$ cat src/rtl/i2c_burst_rx_pkg.sv
package i2c_burst_rx_pkg;

  typedef enum logic [2:0] {
    ST_IDLE     = 3'd0,
    ST_ADDR     = 3'd1,
    ST_ADDR_ACK = 3'd2,
    ST_DATA     = 3'd3,
    ST_DATA_ACK = 3'd4,
    ST_SKIP     = 3'd5
  } rx_state_e;

  localparam logic [7:0] STAT_IDLE          = 8'hF8;
  localparam logic [7:0] STAT_OWN_HIT       = 8'h60;
  localparam logic [7:0] STAT_GC_HIT        = 8'hD0;
  localparam logic [7:0] STAT_OWN_DONE      = 8'h80;
  localparam logic [7:0] STAT_OWN_DONE_NACK = 8'h88;
  localparam logic [7:0] STAT_GC_DONE       = 8'h90;
  localparam logic [7:0] STAT_GC_DONE_NACK  = 8'h98;
  localparam logic [7:0] STAT_STOP          = 8'hA0;

  localparam logic [2:0] REG_CTRL   = 3'd0;
  localparam logic [2:0] REG_OWN    = 3'd1;
  localparam logic [2:0] REG_COUNT  = 3'd2;
  localparam logic [2:0] REG_STATUS = 3'd3;
  localparam logic [2:0] REG_INDEX  = 3'd4;
  localparam logic [2:0] REG_DATA   = 3'd5;

  // strobes from control to datapath
  typedef struct packed {
    logic       shiftEn;
    logic       clrBits;
    logic       storeByte;
    logic       clrRx;
    logic       setFlag;
    logic [7:0] statCode;
  } rx_strobe_t;

endpackage

$ cat src/rtl/i2c_burst_rx_events.sv
module i2c_burst_rx_events (
  input  logic clk,
  input  logic rstN,
  input  logic sclIn,
  input  logic sdaIn,
  output logic sclRise,
  output logic sclFall,
  output logic startSeen,
  output logic stopSeen
);

  logic sclQ;
  logic sdaQ;

  always_ff @(posedge clk or negedge rstN) begin
    if (!rstN) begin
      sclQ <= 1'b1;
      sdaQ <= 1'b1;
    end else begin
      sclQ <= sclIn;
      sdaQ <= sdaIn;
    end
  end

  assign sclRise   = sclIn & ~sclQ;
  assign sclFall   = ~sclIn & sclQ;
  // SDA moving while SCL stays high marks a bus condition
  assign startSeen = sclIn & sclQ & sdaQ & ~sdaIn;
  assign stopSeen  = sclIn & sclQ & ~sdaQ & sdaIn;

endmodule

$ cat src/rtl/i2c_burst_rx_ctrl.sv
module i2c_burst_rx_ctrl
  import i2c_burst_rx_pkg::*;
(
  input  logic       clk,
  input  logic       rstN,
  input  logic       sclRise,
  input  logic       sclFall,
  input  logic       startSeen,
  input  logic       stopSeen,
  input  logic       ifEn,
  input  logic       ackEn,
  input  logic [6:0] ownAddr,
  input  logic       gcEn,
  input  logic       flag,
  input  logic [7:0] rxByte,
  input  logic       byteFull,
  input  logic       lastByte,
  output rx_strobe_t strobe,
  output logic       sclLow,
  output logic       sdaLow
);

  rx_state_e stateQ, stateNext;
  logic sdaLowQ, sdaNext;
  logic gcModeQ, gcNext;
  logic lastQ, lastNext;
  logic nackQ, nackNext;
  logic addressed;
  logic ownHit;
  logic gcHit;
  logic isGcByte;
  logic [7:0] doneCode;

  assign addressed = (stateQ == ST_DATA) || (stateQ == ST_DATA_ACK);
  assign isGcByte  = (rxByte == 8'h00);
  assign ownHit    = (rxByte[7:1] == ownAddr) && !rxByte[0] && ackEn;
  assign gcHit     = isGcByte && gcEn;
  assign doneCode  = gcModeQ ? (nackQ ? STAT_GC_DONE_NACK : STAT_GC_DONE)
                             : (nackQ ? STAT_OWN_DONE_NACK : STAT_OWN_DONE);

  always_comb begin
    stateNext = stateQ;
    sdaNext   = sdaLowQ;
    gcNext    = gcModeQ;
    lastNext  = lastQ;
    nackNext  = nackQ;
    strobe    = '0;
    if (!ifEn) begin
      stateNext = ST_IDLE;
      sdaNext   = 1'b0;
    end else if (startSeen) begin
      if (addressed) begin
        strobe.setFlag  = 1'b1;
        strobe.statCode = STAT_STOP;
      end
      strobe.clrBits = 1'b1;
      stateNext      = ST_ADDR;
      sdaNext        = 1'b0;
    end else if (stopSeen) begin
      if (addressed) begin
        strobe.setFlag  = 1'b1;
        strobe.statCode = STAT_STOP;
      end
      stateNext = ST_IDLE;
      sdaNext   = 1'b0;
    end else begin
      unique case (stateQ)
        ST_ADDR: begin
          if (sclRise && !byteFull) begin
            strobe.shiftEn = 1'b1;
          end else if (sclFall && byteFull) begin
            gcNext = isGcByte;
            if (isGcByte ? gcHit : ownHit) begin
              stateNext = ST_ADDR_ACK;
              sdaNext   = 1'b1;
            end else begin
              stateNext = ST_SKIP;
            end
          end
        end
        ST_ADDR_ACK: begin
          if (sclFall) begin
            sdaNext         = 1'b0;
            strobe.setFlag  = 1'b1;
            strobe.statCode = gcModeQ ? STAT_GC_HIT : STAT_OWN_HIT;
            strobe.clrBits  = 1'b1;
            strobe.clrRx    = 1'b1;
            stateNext       = ST_DATA;
          end
        end
        ST_DATA: begin
          if (sclRise && !byteFull) begin
            strobe.shiftEn = 1'b1;
          end else if (sclFall && byteFull) begin
            strobe.storeByte = 1'b1;
            lastNext  = lastByte;
            nackNext  = lastByte && !ackEn;
            sdaNext   = !(lastByte && !ackEn);
            stateNext = ST_DATA_ACK;
          end
        end
        ST_DATA_ACK: begin
          if (sclFall) begin
            sdaNext        = 1'b0;
            strobe.clrBits = 1'b1;
            if (lastQ) begin
              strobe.setFlag  = 1'b1;
              strobe.statCode = doneCode;
              strobe.clrRx    = 1'b1;
              stateNext       = nackQ ? ST_SKIP : ST_DATA;
            end else begin
              stateNext = ST_DATA;
            end
          end
        end
        default: ;
      endcase
    end
  end

  always_ff @(posedge clk or negedge rstN) begin
    if (!rstN) begin
      stateQ  <= ST_IDLE;
      sdaLowQ <= 1'b0;
      gcModeQ <= 1'b0;
      lastQ   <= 1'b0;
      nackQ   <= 1'b0;
    end else begin
      stateQ  <= stateNext;
      sdaLowQ <= sdaNext;
      gcModeQ <= gcNext;
      lastQ   <= lastNext;
      nackQ   <= nackNext;
    end
  end

  assign sdaLow = sdaLowQ;
  assign sclLow = flag && (stateQ == ST_DATA);

  // SDA is only pulled during a ninth-clock acknowledge window
  assert_ack_window_R8: assert property (@(posedge clk) disable iff (!rstN)
    sdaLowQ |-> (stateQ == ST_ADDR_ACK || stateQ == ST_DATA_ACK));

  // a disabled interface lets go of the bus on the next cycle
  assert_disabled_quiet_R4: assert property (@(posedge clk) disable iff (!rstN)
    !ifEn |=> (!sdaLowQ && stateQ == ST_IDLE));

  // a stop-status interrupt only comes from the addressed phase
  assert_stop_from_data_R9: assert property (@(posedge clk) disable iff (!rstN)
    (strobe.setFlag && strobe.statCode == STAT_STOP) |-> addressed);

endmodule

$ cat src/rtl/i2c_burst_rx_datapath.sv
module i2c_burst_rx_datapath
  import i2c_burst_rx_pkg::*;
#(
  parameter int BUF_DEPTH = 68,
  parameter int MAX_BURST = 68
) (
  input  logic       clk,
  input  logic       rstN,
  input  logic [2:0] hostAddr,
  input  logic       hostWr,
  input  logic [7:0] hostWrData,
  output logic [7:0] hostRdData,
  input  logic       sdaIn,
  input  rx_strobe_t strobe,
  output logic       ifEn,
  output logic       ackEn,
  output logic [6:0] ownAddr,
  output logic       gcEn,
  output logic       flag,
  output logic [7:0] rxByte,
  output logic       byteFull,
  output logic       lastByte
);

  localparam int IDX_W = $clog2(BUF_DEPTH);
  localparam int CNT_W = $clog2(MAX_BURST + 1);

  logic             ifEnQ, ackEnQ, flagQ, gcEnQ;
  logic [6:0]       ownAddrQ;
  logic [6:0]       countQ;
  logic [7:0]       statusQ;
  logic [IDX_W-1:0] idxQ;
  logic [7:0]       shiftQ;
  logic [3:0]       bitCntQ;
  logic [CNT_W-1:0] rxCntQ;
  logic [CNT_W-1:0] effCount;
  logic [7:0]       bufMem [BUF_DEPTH];
  logic             ctrlWr;
  logic             clrReq;

  assign ctrlWr = hostWr && (hostAddr == REG_CTRL);
  assign clrReq = ctrlWr && !hostWrData[3];

  // clamp the programmed burst length into 1..MAX_BURST
  always_comb begin
    if (countQ == 7'd0)                   effCount = CNT_W'(1);
    else if (int'(countQ) > MAX_BURST)    effCount = CNT_W'(MAX_BURST);
    else                                  effCount = CNT_W'(countQ);
  end

  always_ff @(posedge clk or negedge rstN) begin
    if (!rstN) begin
      ifEnQ    <= 1'b0;
      ackEnQ   <= 1'b0;
      gcEnQ    <= 1'b0;
      ownAddrQ <= '0;
      countQ   <= '0;
      idxQ     <= '0;
    end else if (hostWr) begin
      unique case (hostAddr)
        REG_CTRL: begin
          ifEnQ  <= hostWrData[7];
          ackEnQ <= hostWrData[6];
        end
        REG_OWN: begin
          ownAddrQ <= hostWrData[7:1];
          gcEnQ    <= hostWrData[0];
        end
        REG_COUNT: countQ <= hostWrData[6:0];
        REG_INDEX: idxQ   <= hostWrData[IDX_W-1:0];
        default: ;
      endcase
    end
  end

  // interrupt flag and status: a new event wins over a host clear
  always_ff @(posedge clk or negedge rstN) begin
    if (!rstN) begin
      flagQ   <= 1'b0;
      statusQ <= STAT_IDLE;
    end else if (strobe.setFlag) begin
      flagQ   <= 1'b1;
      statusQ <= strobe.statCode;
    end else if (clrReq && flagQ) begin
      flagQ   <= 1'b0;
      statusQ <= STAT_IDLE;
    end
  end

  always_ff @(posedge clk or negedge rstN) begin
    if (!rstN) begin
      shiftQ  <= '0;
      bitCntQ <= '0;
    end else if (strobe.clrBits) begin
      bitCntQ <= '0;
    end else if (strobe.shiftEn) begin
      shiftQ  <= {shiftQ[6:0], sdaIn};
      bitCntQ <= bitCntQ + 4'd1;
    end
  end

  always_ff @(posedge clk or negedge rstN) begin
    if (!rstN)                 rxCntQ <= '0;
    else if (strobe.clrRx)     rxCntQ <= '0;
    else if (strobe.storeByte) rxCntQ <= rxCntQ + CNT_W'(1);
  end

  always_ff @(posedge clk) begin
    if (strobe.storeByte) bufMem[IDX_W'(rxCntQ)] <= shiftQ;
  end

  always_comb begin
    unique case (hostAddr)
      REG_CTRL:   hostRdData = {ifEnQ, ackEnQ, 2'b00, flagQ, 3'b000};
      REG_OWN:    hostRdData = {ownAddrQ, gcEnQ};
      REG_COUNT:  hostRdData = {1'b0, countQ};
      REG_STATUS: hostRdData = statusQ;
      REG_INDEX:  hostRdData = 8'(idxQ);
      REG_DATA:   hostRdData = (int'(idxQ) < BUF_DEPTH) ? bufMem[idxQ] : 8'h00;
      default:    hostRdData = 8'h00;
    endcase
  end

  assign ifEn     = ifEnQ;
  assign ackEn    = ackEnQ;
  assign ownAddr  = ownAddrQ;
  assign gcEn     = gcEnQ;
  assign flag     = flagQ;
  assign rxByte   = shiftQ;
  assign byteFull = (bitCntQ == 4'd8);
  assign lastByte = ((rxCntQ + CNT_W'(1)) == effCount);

  // only a host write with bit 3 low takes the flag down
  assert_flag_host_clear_R5: assert property (@(posedge clk) disable iff (!rstN)
    $fell(flagQ) |-> $past(hostWr && hostAddr == REG_CTRL && !hostWrData[3]));

  assert_idle_after_clear_R5: assert property (@(posedge clk) disable iff (!rstN)
    $fell(flagQ) |-> (statusQ == STAT_IDLE));

  // byte counter never runs past the largest burst
  assert_rx_bound_R6: assert property (@(posedge clk) disable iff (!rstN)
    int'(rxCntQ) <= MAX_BURST);

  assert_bit_bound_R6: assert property (@(posedge clk) disable iff (!rstN)
    bitCntQ <= 4'd8);

endmodule

$ cat src/rtl/i2c_burst_rx.sv
module i2c_burst_rx
  import i2c_burst_rx_pkg::*;
#(
  parameter int BUF_DEPTH = 68,
  parameter int MAX_BURST = 68
) (
  input  logic       clk,
  input  logic       rstN,
  input  logic [2:0] hostAddr,
  input  logic       hostWr,
  input  logic [7:0] hostWrData,
  output logic [7:0] hostRdData,
  input  logic       sclIn,
  input  logic       sdaIn,
  output logic       sclLow,
  output logic       sdaLow,
  output logic       irqN
);

  logic       sclRise, sclFall, startSeen, stopSeen;
  logic       ifEn, ackEn, gcEn, flag, byteFull, lastByte;
  logic [6:0] ownAddr;
  logic [7:0] rxByte;
  rx_strobe_t strobe;

  i2c_burst_rx_events u_events (
    .clk       (clk),
    .rstN      (rstN),
    .sclIn     (sclIn),
    .sdaIn     (sdaIn),
    .sclRise   (sclRise),
    .sclFall   (sclFall),
    .startSeen (startSeen),
    .stopSeen  (stopSeen)
  );

  i2c_burst_rx_ctrl u_ctrl (
    .clk       (clk),
    .rstN      (rstN),
    .sclRise   (sclRise),
    .sclFall   (sclFall),
    .startSeen (startSeen),
    .stopSeen  (stopSeen),
    .ifEn      (ifEn),
    .ackEn     (ackEn),
    .ownAddr   (ownAddr),
    .gcEn      (gcEn),
    .flag      (flag),
    .rxByte    (rxByte),
    .byteFull  (byteFull),
    .lastByte  (lastByte),
    .strobe    (strobe),
    .sclLow    (sclLow),
    .sdaLow    (sdaLow)
  );

  i2c_burst_rx_datapath #(
    .BUF_DEPTH (BUF_DEPTH),
    .MAX_BURST (MAX_BURST)
  ) u_datapath (
    .clk        (clk),
    .rstN       (rstN),
    .hostAddr   (hostAddr),
    .hostWr     (hostWr),
    .hostWrData (hostWrData),
    .hostRdData (hostRdData),
    .sdaIn      (sdaIn),
    .strobe     (strobe),
    .ifEn       (ifEn),
    .ackEn      (ackEn),
    .ownAddr    (ownAddr),
    .gcEn       (gcEn),
    .flag       (flag),
    .rxByte     (rxByte),
    .byteFull   (byteFull),
    .lastByte   (lastByte)
  );

  assign irqN = ~flag;

  // the bus is never stretched unless an interrupt is pending
  assert_stretch_pending_R5: assert property (@(posedge clk) disable iff (!rstN)
    sclLow |-> !irqN);

endmodule

$ cat config.mk
export PLATFORM = sky130hd
export DESIGN_NAME = i2c_burst_rx
export DESIGN_NICKNAME = d
export VERILOG_FILES = /design/src/rtl/i2c_burst_rx_pkg.sv /design/src/rtl/i2c_burst_rx_events.sv /design/src/rtl/i2c_burst_rx_ctrl.sv /design/src/rtl/i2c_burst_rx_datapath.sv /design/src/rtl/i2c_burst_rx.sv
export SDC_FILE = /design/constraint.sdc
export NUM_CORES = 1
export LEC_CHECK = 0
export BUFFER_PORTS_ARGS = -buffer_cell sky130_fd_sc_hd__buf_2
export CORE_ASPECT_RATIO = 1.5
export CORE_UTILIZATION = 58
export DETAILED_ROUTE_END_ITERATION = 10
export PLACE_DENSITY = 0.74
export SYNTH_ARGS = -nofsm -noshare
export SYNTH_HDL_FRONTEND = slang
export SYNTH_HIERARCHICAL = 1
export SYNTH_SLANG_ARGS = --single-unit
$ cat constraint.sdc
create_clock -name clk -period 4.3 [get_ports clk]
set_input_delay 0.215 -clock clk [delete_from_list [all_inputs] [get_ports clk]]
set_output_delay 0.215 -clock clk [all_outputs]
set_load 0.01 [all_outputs]
==> results_dict.tcl, run 1 <==
set metrics [dict create \
    muxShareOfSynthArea 0.145 \
    ff2ff_path_depth 9 \
    clock_path_buffers 3 \
    slew_headroom 0.183 \
    synthCells 1405 \
    vias 13500 \
    dieHeight_um 255 \
    dp_cells 2012 \
    maxCapViolations 0 \
    cp_data_arrival_time_ns 3.84 \
    seq_power_share 0.524 \
    hold_class "in -> reg" \
    rsz0062_at_grt "false" \
    cp_num_buf_inv 2 \
    initialDrtViolationCount 1538 \
    clk_pin_slew_ns 0.06 \
    area_growth_pct 12.0 \
    cts_buffers 52 \
    p_leak_nw 9.33 \
    power.density_nw_per_um2 489 \
    mostFrequentLayoutCells "544 x edfxtp_1, 110 x mux4_2, 105 x nor2_1" \
    critPathKind "reg -> out" \
    postCtsSetupRepairBufs 0 \
    grt_antenna_before_repair 0 \
    dr.pass1.iters 5 \
    num_antenna_cells 0 \
    design.core.area_um2 42000 \
    whs_ns 0.167 \
    cp_slowest_cell "dfrtp_2" \
    fin_util 0.660 \
    tightest_slew_ns 1.22 \
    grt_overflow 0 \
    grt_pass1_wl_um 86300 \
    worstPathRequired_ns 4.09 \
    slew_violations 0 \
    min_path_cells 4 \
    r2r_setup_slack_ns 0.68 \
    reg2reg_from "u_events/sdaQ" \
    synth-xor-area-share 0.00885 \
    synthArstFlopShare 0.101 \
    setup_tns_ns 0 \
    p_comb_frac 0.132 \
    synth_top_family_by_area "multiplexers" \
    portBuffers 26 \
    start_kind "flop" \
    crit_family "simple AND/OR/NAND/NOR gates" \
    syn-cell-area_um2 24700 \
    yosys.area_share.simple 0.0575 \
    ys_seq_elements 605 \
    clock_skew_ns 0.0208 \
    hold_path.startpoint "hostWr" \
    yosysUniqueCellTypes 68 \
    status "finished clean" \
    seq_area_frac_synth 0.722 \
    final_net_count 1532 \
    synth.avg_cell_area_um2 17.6 \
    crit_path_max_incr_delay_ns 0.70 \
    layout_commonest_cell "edfxtp_1" \
    synth.largest_area_cell "edfxtp_1" \
    drive_gt1_frac 0.235 \
    cts.sinks 605 \
    worst_setup_path_end_kind "primary output" \
    rr_endpoint "u_datapath/bufMem[10][7]" \
    final-setup-viol-count 0 \
    max-vdd-ir-drop_mv 0.327 \
    synth_compound_area_frac 0.0470 \
    synth_top_area_frac 0.660 \
    p_int_mw 10.1 \
    whs_endpoint "u_datapath/flag" \
    grtUsageTotal 0.277 \
    gp_congestion 0.873 \
    drc 0 \
    final-hold-violation-count 0 \
    grt_pass1_vias 13700 \
    finalCritPeriodShare 0.942 \
    routed_via_density 6.38 \
    wl_per_cell_um 27.5 \
    finalWirelength_um 58300 \
    synth_edf_count 544 \
    synth_warnings 6 \
    synthAdderAreaFrac 0.00152 \
    synth_area_leaders "edfxtp_1 66%, mux4_2 10%, dfrtp_1 5.5%" \
    grt_max_degree 73 \
    die_area_um2 43500 \
    finalPower_mw 13.6 \
    synthFlopType "edfxtp_1" \
    swShare 0.255 \
    clkLatencyLatePin_ns 0.59 \
    critPathMaxFanout 31 \
    crit_chain "buf_4 > nor2_1 > a22oi_1 > nand3_1 > o21ai_0 > nor4_1 > o311ai_0 > buf_2" \
    clockPowerShare 0.345 \
    min_period_ns 4.05 \
    fin_cells 2120 \
    rows 92 \
    cts_tree "built" \
    achievable-frequency_mhz 247 \
    root_buffer "clkbuf_16" \
    fp.dieW_um 171 \
    pin_count 27 \
    htree_num_levels 2 \
    start_util 0.589 \
    detail-route-antenna-nets 0 \
    hpwl_um 37200 \
    power_switching_mw 3.46 \
]
cells in the mapped netlist (all sizes together) (6+ instances only):
| cell type | n |
|---|---|
| clkbuf | 27 |
| mux2 | 41 |
| mux2i | 64 |
| a221oi | 8 |
| xnor2 | 17 |
| nor2 | 106 |
| edfxtp | 544 |
| mux4 | 110 |
| a22oi | 22 |
| xor2 | 8 |
| o21ai | 29 |
| a31oi | 6 |
| dfstp | 7 |
| o22ai | 10 |
| buf | 44 |
| dfrtp | 54 |
| a211oi | 14 |
| inv | 17 |
| o221ai | 9 |
| nand2b | 10 |
| nor2b | 26 |
| nor4 | 9 |
| nand3 | 18 |
| nand2 | 90 |
| nand4 | 7 |
| nor3 | 10 |
| nand3b | 7 |
| a21oi | 27 |
how the worst max path moves through the flow:
stage	startpoint	to	slack [ns]	cells after the start
floorplan	u_events/sdaQ	u_datapath/bufMem[62][0]	1.27	10
global placement	u_datapath/idxQ[0]	hostRdData[6]	0.92	8
detailed placement	u_events/sdaQ	u_datapath/bufMem[10][7]	0.76	9
CTS	u_datapath/idxQ[0]	hostRdData[2]	0.25	8
global route	u_datapath/idxQ[0]	hostRdData[2]	0.08	9
finish	u_datapath/idxQ[2]	hostRdData[6]	0.25	8
layer usage:
metal	global-route usage	vias to the layer above	routed length [µm]
li1	-	5803	-
met1	0.337	6947	20700
met2	0.480	613	30400
met3	0.0366	166	3790
met4	0.155	0	3390
met5	0	-	0
sequential cells by signal, indices dropped and copies added (netlist names):
register,count
u_datapath/bitCntQ,4
u_ctrl/sdaLow,1
u_datapath/statusQ,8
u_datapath/bufMem,544
u_datapath/rxCntQ,7
u_datapath/ifEn,1
u_datapath/ackEn,1
u_datapath/ownAddr,7
u_ctrl/gcModeQ,1
u_events/sclQ,1
u_ctrl/nackQ,1
u_ctrl/lastQ,1
u_datapath/flag,1
u_datapath/rxByte,8
u_datapath/gcEn,1
u_datapath/countQ,7
u_events/sdaQ,1
u_ctrl/stateQ,3
u_datapath/idxQ,7
through the flow:
| step | setup slack (ns) | cell area (µm²) |
|---|---|---|
| finish | 0.248 | 27700 |
| CTS | 0.248 | 27700 |
| floorplan | 1.27 | 24800 |
| global route | 0.0753 | 27700 |
| global placement | 0.921 | 25900 |
| detailed placement | 0.758 | 25900 |
cells by family after synthesis:
family                   after synthesis
AO/OA/AOI/OAI                        164
XOR/XNOR                              25
adder cells (fa/ha/maj)                3
buffers and inverters                 88
flip-flops                           605
multiplexers                         215
other                                  1
AND/OR/NAND/NOR                      304
power groups by stage:
stage / combinational, mW / sequential, mW / clock [mW]
final: 1.79 / 7.10 / 4.67
after CTS: 1.78 / 7.10 / 4.74
after detailed placement: 1.76 / 7.23 / 0
after floorplan: 1.28 / 7.03 / 0
after global placement: 1.73 / 7.22 / 0
after global routing: 1.89 / 7.13 / 4.95
cell type report:
cell class	instances	area, µm²
flip-flops and latches	605	17900
fillers	2791	14300
multi-input cells	714	6450
clock buffers	63	1340
repair buffers	123	911
well taps	564	706
clock inverters	34	358
inverters	17	63.8
worst reg2reg max path: stages (launching register included):
cell and delay, ns:
dfstp_2 0.52, and4b_1 0.26, nor3b_4 0.41, nand3b_2 0.17, nor2_2 0.12, nand2_2 0.11, inv_1 0.10, nor2b_1 0.36
nand2_1 0.46, nor2_1 0.73
what timing repair did:
item | 4_1_cts | 5_1_grt
endpoints found under the setup margin | 0 | 0
endpoints found under the hold margin | 81 | 0
hold buffers | 11 | 0
resized for setup | 0 | 0
Power figures use the tool's default switching activity.
==> inputs of run 2 (changes only) <==
--- a/config.mk
+++ b/config.mk
@@ -7,9 +7,8 @@
 export LEC_CHECK = 0
 export BUFFER_PORTS_ARGS = -buffer_cell sky130_fd_sc_hd__buf_2
 export CORE_ASPECT_RATIO = 1.5
-export CORE_UTILIZATION = 58
+export CORE_UTILIZATION = 25
 export DETAILED_ROUTE_END_ITERATION = 10
-export PLACE_DENSITY = 0.74
 export SYNTH_ARGS = -nofsm -noshare
 export SYNTH_HDL_FRONTEND = slang
 export SYNTH_HIERARCHICAL = 1
==> run 2 against run 1 <==
  * Utilization down 37 points
  * Critical endpoint is now hostRdData[5]
  * Clock-buffer cell count shrank 2
  * Largest power group unchanged
  * Combinational power is 7% higher
  * Maximum frequency shrank 0.77%
  * Register-to-register slack improved by 0.19 ns
  * Power grew 2.4%
  * Non-clock buffer count rose by 21
  * Critical path type unchanged
  * Flip-flop and latch count stayed put
  * First-iteration DRC count down 16%
==> results_dict.tcl, run 2 (synthesis results as in run 1) <==
set metrics [dict create \
    grt_pass1_wl_um 93300 \
    final-setup-viol-count 0 \
    dr.pass1.iters 5 \
    layout_commonest_cell "edfxtp_1" \
    die_area_um2 100000 \
    postCtsHoldBufs 11 \
    critPathKind "reg -> out" \
    whs_endpoint "u_datapath/ownAddr[6]" \
    fin_util 0.294 \
    crit_top_cell "buf_4" \
    slew_violations 0 \
    clock_path_buffers 3 \
    ff2ff_path_depth 9 \
    finalPower_mw 13.9 \
    fp.dieW_um 259 \
    crit_path_max_incr_delay_ns 0.69 \
    initialDrtViolationCount 1285 \
    min_path_cells 4 \
    fillCellCount 9595 \
    min_period_ns 4.08 \
    wl_per_cell_um 21.8 \
    p_comb_frac 0.138 \
    gp_congestion 0.854 \
    grtUsageTotal 0.124 \
    swShare 0.261 \
    cts.sinks 605 \
    area_growth_pct 16.6 \
    cp_data_arrival_time_ns 3.87 \
    hold_path.startpoint "hostWr" \
    crit_family "compound AO/OA/AOI/OAI gates" \
    grt_overflow 0 \
    power.density_nw_per_um2 482 \
    cp_num_buf_inv 3 \
    rows 141 \
    largest_reg_flops 544 \
    dieHeight_um 387 \
    critPathMaxFanout 18 \
    rr_endpoint "u_datapath/bufMem[56][5]" \
    hold_class "in -> reg" \
    cts_tree "built" \
    finalWirelength_um 62300 \
    num_antenna_cells 0 \
    mostFrequentLayoutCells "544 x edfxtp_1, 110 x mux4_2, 105 x buf_4, 105 x nor2_1, 89 x nand2_1" \
    top_register "u_datapath/bufMem" \
    power_switching_mw 3.62 \
    final-hold-violation-count 0 \
    final_net_count 1552 \
    clkLatencyLatePin_ns 0.60 \
    htree_num_levels 2 \
    cts_buffers 51 \
    slew_headroom 0.191 \
    maxCapViolations 0 \
    stdcell_area_um2 28800 \
    status "finished clean" \
    detail-route-antenna-nets 0 \
    reg2reg_from "u_events/sdaQ" \
    start_kind "flop" \
    drive_gt1_frac 0.248 \
    design.core.area_um2 98300 \
    ctsResizeCount 0 \
    clk_pin_slew_ns 0.07 \
    setup_tns_ns 0 \
    grt_antenna_before_repair 0 \
    grt_pass1_vias 13800 \
    achievable-frequency_mhz 245 \
    rsz0062_at_grt "false" \
    worstPathRequired_ns 4.09 \
    place_area_um2 27000 \
    worst_setup_path_end_kind "primary output" \
    tightest_slew_ns 1.21 \
    drc 0 \
    pin_count 27 \
    r2r_setup_slack_ns 0.87 \
    routed_via_density 4.69 \
    postCtsSetupRepairBufs 0 \
    crit_chain "buf_4 > buf_4 > mux4_2 > nand2_1 > a21oi_1 > a2111oi_2 > a211oi_1 > a311o_1 > buf_2" \
    whs_ns 0.109 \
    start_util 0.252 \
    clock_skew_ns 0.0239 \
    max-vdd-ir-drop_mv 0.326 \
    hpwl_um 41600 \
    root_buffer "clkbuf_16" \
    seq_power_share 0.509 \
    grt_max_degree 73 \
    vias 13400 \
    cp_slowest_cell "dfrtp_4" \
    finalCritPeriodShare 0.950 \
    portBuffers 26 \
    p_int_mw 10.3 \
    p_leak_nw 9.47 \
    clockPowerShare 0.353 \
]
==> run 2: layer usage <==
layer / up-vias / track usage / part of all wire
li1: 5832 / - / -
met1: 7021 / 0.143 / 0.37
met2: 425 / 0.228 / 0.54
met3: 122 / 0.0103 / 0.039
met4: 0 / 0.0588 / 0.048
met5: - / 0 / 0
==> run 2: per-stage QoR <==
stage / worst slack [ns] / instances
3_3_place_gp: 0.870 / 2756
6_report: 0.217 / 2860
5_1_grt: 0.103 / 2860
3_5_place_dp: 0.858 / 2756
2_1_floorplan: 1.27 / 1407
4_1_cts: 0.206 / 2860
==> run 2: power groups by stage <==
stage / clock network (mW) / registers (mW) / logic, mW
floorplan: 0 / 7.03 / 1.28
global placement: 0 / 7.19 / 1.89
detailed placement: 0 / 7.20 / 1.92
CTS: 5.01 / 7.08 / 1.93
global route: 5.21 / 7.10 / 2.04
finish: 4.91 / 7.07 / 1.91
==> run 2: layout make-up <==
type | instances | area, µm² | share of cell area
repair buffers | 144 | 1070 | 0.0370
clock inverters | 32 | 402 | 0.0139
inverters | 17 | 63.8 | 0.00221
multi-input cells | 714 | 6450 | 0.223
flip-flops and latches | 605 | 17900 | 0.621
clock buffers | 61 | 1360 | 0.0470
well taps | 1287 | 1610 | 0.0558
==> run 2: worst register-to-register path: stages, from the launching register on <==
cell and delay, ns:
dfstp_2 0.52, and4b_1 0.25, nor3b_4 0.41, nand3b_2 0.17, nor2_2 0.13, nand2_2 0.10, inv_1 0.15, nor2b_1 0.26
nand2_1 0.28, nor2_1 0.76
==> run 2: worst max path at each step <==
stage	startpoint	to	cells after the start	slack [ns]
after floorplan	u_events/sdaQ	u_datapath/bufMem[62][0]	10	1.27
after global placement	u_events/sdaQ	u_datapath/bufMem[24][6]	12	0.87
after detailed placement	u_datapath/idxQ[0]	hostRdData[0]	10	0.86
after CTS	u_datapath/idxQ[0]	hostRdData[0]	10	0.21
after global routing	u_datapath/idxQ[0]	hostRdData[0]	10	0.10
final	u_datapath/idxQ[0]	hostRdData[5]	9	0.22
==> inputs of run 3 (changes only) <==
--- a/config.mk
+++ b/config.mk
@@ -6,6 +6,7 @@
 export NUM_CORES = 1
 export LEC_CHECK = 0
 export BUFFER_PORTS_ARGS = -buffer_cell sky130_fd_sc_hd__buf_2
+export CAP_MARGIN = 5
 export CORE_ASPECT_RATIO = 1.5
 export CORE_UTILIZATION = 25
 export DETAILED_ROUTE_END_ITERATION = 10
==> constraint.sdc (replaced) <==
create_clock -name clk -period 4.35 [get_ports clk]
set_input_delay 0.2175 -clock clk [delete_from_list [all_inputs] [get_ports clk]]
set_output_delay 0.2175 -clock clk [all_outputs]
set_load 0.01 [all_outputs]
==> run 3 against run 2 <==
  * Power up 0.20%
  * Cell count is 0.52% lower
  * Sequential share of layout area hardly changed
  * Critical path type unchanged
  * Critical path depth shrank 1
  * Largest power group unchanged
  * Combinational power hardly changed
  * Wire length down 0.56%
==> results_dict.tcl, run 3 (synthesis results as in run 1) <==
set metrics [dict create \
    postCtsSetupRepairBufs 0 \
    slew_violations 0 \
    vias 13300 \
    layout_commonest_cell "edfxtp_1" \
    area_growth_pct 16.5 \
    rows 141 \
    final_net_count 1536 \
    achievable-frequency_mhz 239 \
    clk_pin_slew_ns 0.07 \
    worst_setup_path_end_kind "primary output" \
    routed_via_density 4.68 \
    maxCapViolations 0 \
    crit_path_max_incr_delay_ns 0.74 \
    dr.pass1.iters 6 \
    start_util 0.252 \
    clock_skew_ns 0.0157 \
    clkLatencyLatePin_ns 0.60 \
    grt_max_degree 73 \
    final-setup-viol-count 0 \
    gp_congestion 0.851 \
    worstPathRequired_ns 4.13 \
    design.core.area_um2 98300 \
    drc 0 \
    initialDrtViolationCount 1273 \
    cts_tree "built" \
    fin_util 0.293 \
    final-hold-violation-count 0 \
    grt_overflow 0 \
    critPathKind "reg -> out" \
    cp_slowest_cell "nor4_1" \
    finalCritPeriodShare 0.962 \
    largest_reg_flops 544 \
    cp_data_arrival_time_ns 3.97 \
    grtUsageTotal 0.122 \
    critPathMaxFanout 19 \
    slew_headroom 0.134 \
    crit_chain "buf_4 > mux4_2 > mux2i_1 > o22ai_1 > nor4_1 > a211oi_1 > a311o_1 > buf_2" \
    top_register "u_datapath/bufMem" \
    cts_buffers 51 \
    p_leak_nw 9.43 \
    rsz0062_at_grt "false" \
    drive_gt1_frac 0.246 \
    cts.sinks 605 \
    dp_slack_ns 0.763 \
    die_area_um2 100000 \
    dieHeight_um 387 \
    min_period_ns 4.18 \
    setup_tns_ns 0 \
    grt_pass1_wl_um 92000 \
    mostFrequentLayoutCells "544 x edfxtp_1, 110 x mux4_2, 105 x nor2_1" \
    clock_path_buffers 3 \
    postCtsHoldBufs 11 \
    fp.dieW_um 259 \
    fin_ws_ns 0.165 \
    max-vdd-ir-drop_mv 0.302 \
    grt_antenna_before_repair 0 \
    portBuffers 26 \
    ctsResizeCount 0 \
    tightest_slew_ns 1.30 \
    htree_num_levels 2 \
    start_kind "flop" \
    status "finished clean" \
    hpwl_um 41000 \
    num_antenna_cells 0 \
    root_buffer "clkbuf_16" \
    grt_pass1_vias 13800 \
    wl_per_cell_um 21.8 \
    finalWirelength_um 62000 \
    hold_class "in -> async" \
    r2r_setup_slack_ns 0.69 \
    detail-route-antenna-nets 0 \
    power.density_nw_per_um2 483 \
    pin_count 27 \
]
-- run 3: cell types whose count changed in the layout (fill, tap and decap cells not counted), sizes merged --
cell / delta
buf: -16
clkinv: -6
bufinv: +3
inv: +2
clkbuf: +1
clkinvlp: +1
-- run 3: power breakdown --
group	switching (mW)	internal [mW]
logic	1.14	0.737
clock network	2.10	2.97
registers	0.336	6.64
total	3.58	10.3
-- run 3: area by class of cell --
cell class                      instances  area [µm²]
Clock buffer                           62        1370
Clock inverter                         32         485
Fill cell                            9526       69400
Inverter                               17        63.8
Multi-Input combinational cell        714        6460
Sequential cell                       605       17900
Tap cell                             1287        1610
Timing Repair Buffer                  128         948
-- run 3: worst max-delay path, delay by kind of cell (launching register included) --
| family | cells | cell delay, ns |
|---|---|---|
| AOI/OAI and AO/OA | 3 | 0.55 |
| buffers and inverters | 2 | 0.58 |
| DFF | 1 | 0.71 |
| muxes | 2 | 0.75 |
| and+or+nand+nor | 1 | 0.74 |
-- run 3: path summary, 6_finish.rpt --
kind                                                 to                  start  cells past startpoint
min in group clk                        u_datapath/flag                 hostWr                      4
worst max register to register  u_datapath/bufMem[4][5]          u_events/sdaQ                      9
worst min register to register    u_datapath/statusQ[2]  u_datapath/statusQ[2]                      1
worst min-delay path              u_datapath/bitCntQ[0]                   rstN                      2
worst max-delay path                      hostRdData[0]     u_datapath/idxQ[0]                      8
max in group asynchronous            u_datapath/idxQ[0]                   rstN                      3
-- run 3: per-layer routing --
| metal | vias up | wire (µm) | track usage | share of wire |
|---|---|---|---|---|
| met4 | 0 | 2970 | 0.0591 | 0.048 |
| li1 | 5801 | - | - | - |
| met3 | 120 | 2530 | 0.0105 | 0.041 |
| met5 | - | 0 | 0 | 0 |
| met1 | 6971 | 23300 | 0.142 | 0.38 |
| met2 | 418 | 33200 | 0.224 | 0.54 |
-- run 3: stage by stage --
stage               power [mW]  cell area, µm²  std cells  hold WS, ns
floorplan                 8.22           24800       1407      -0.0781
CTS                       14.0           28800       2845       0.0767
finish                    13.9           28800       2845       0.0801
detailed placement        8.99           26900       2740        0.167
global route              14.3           28800       2845        0.111
global placement          8.96           26900       2740        0.157
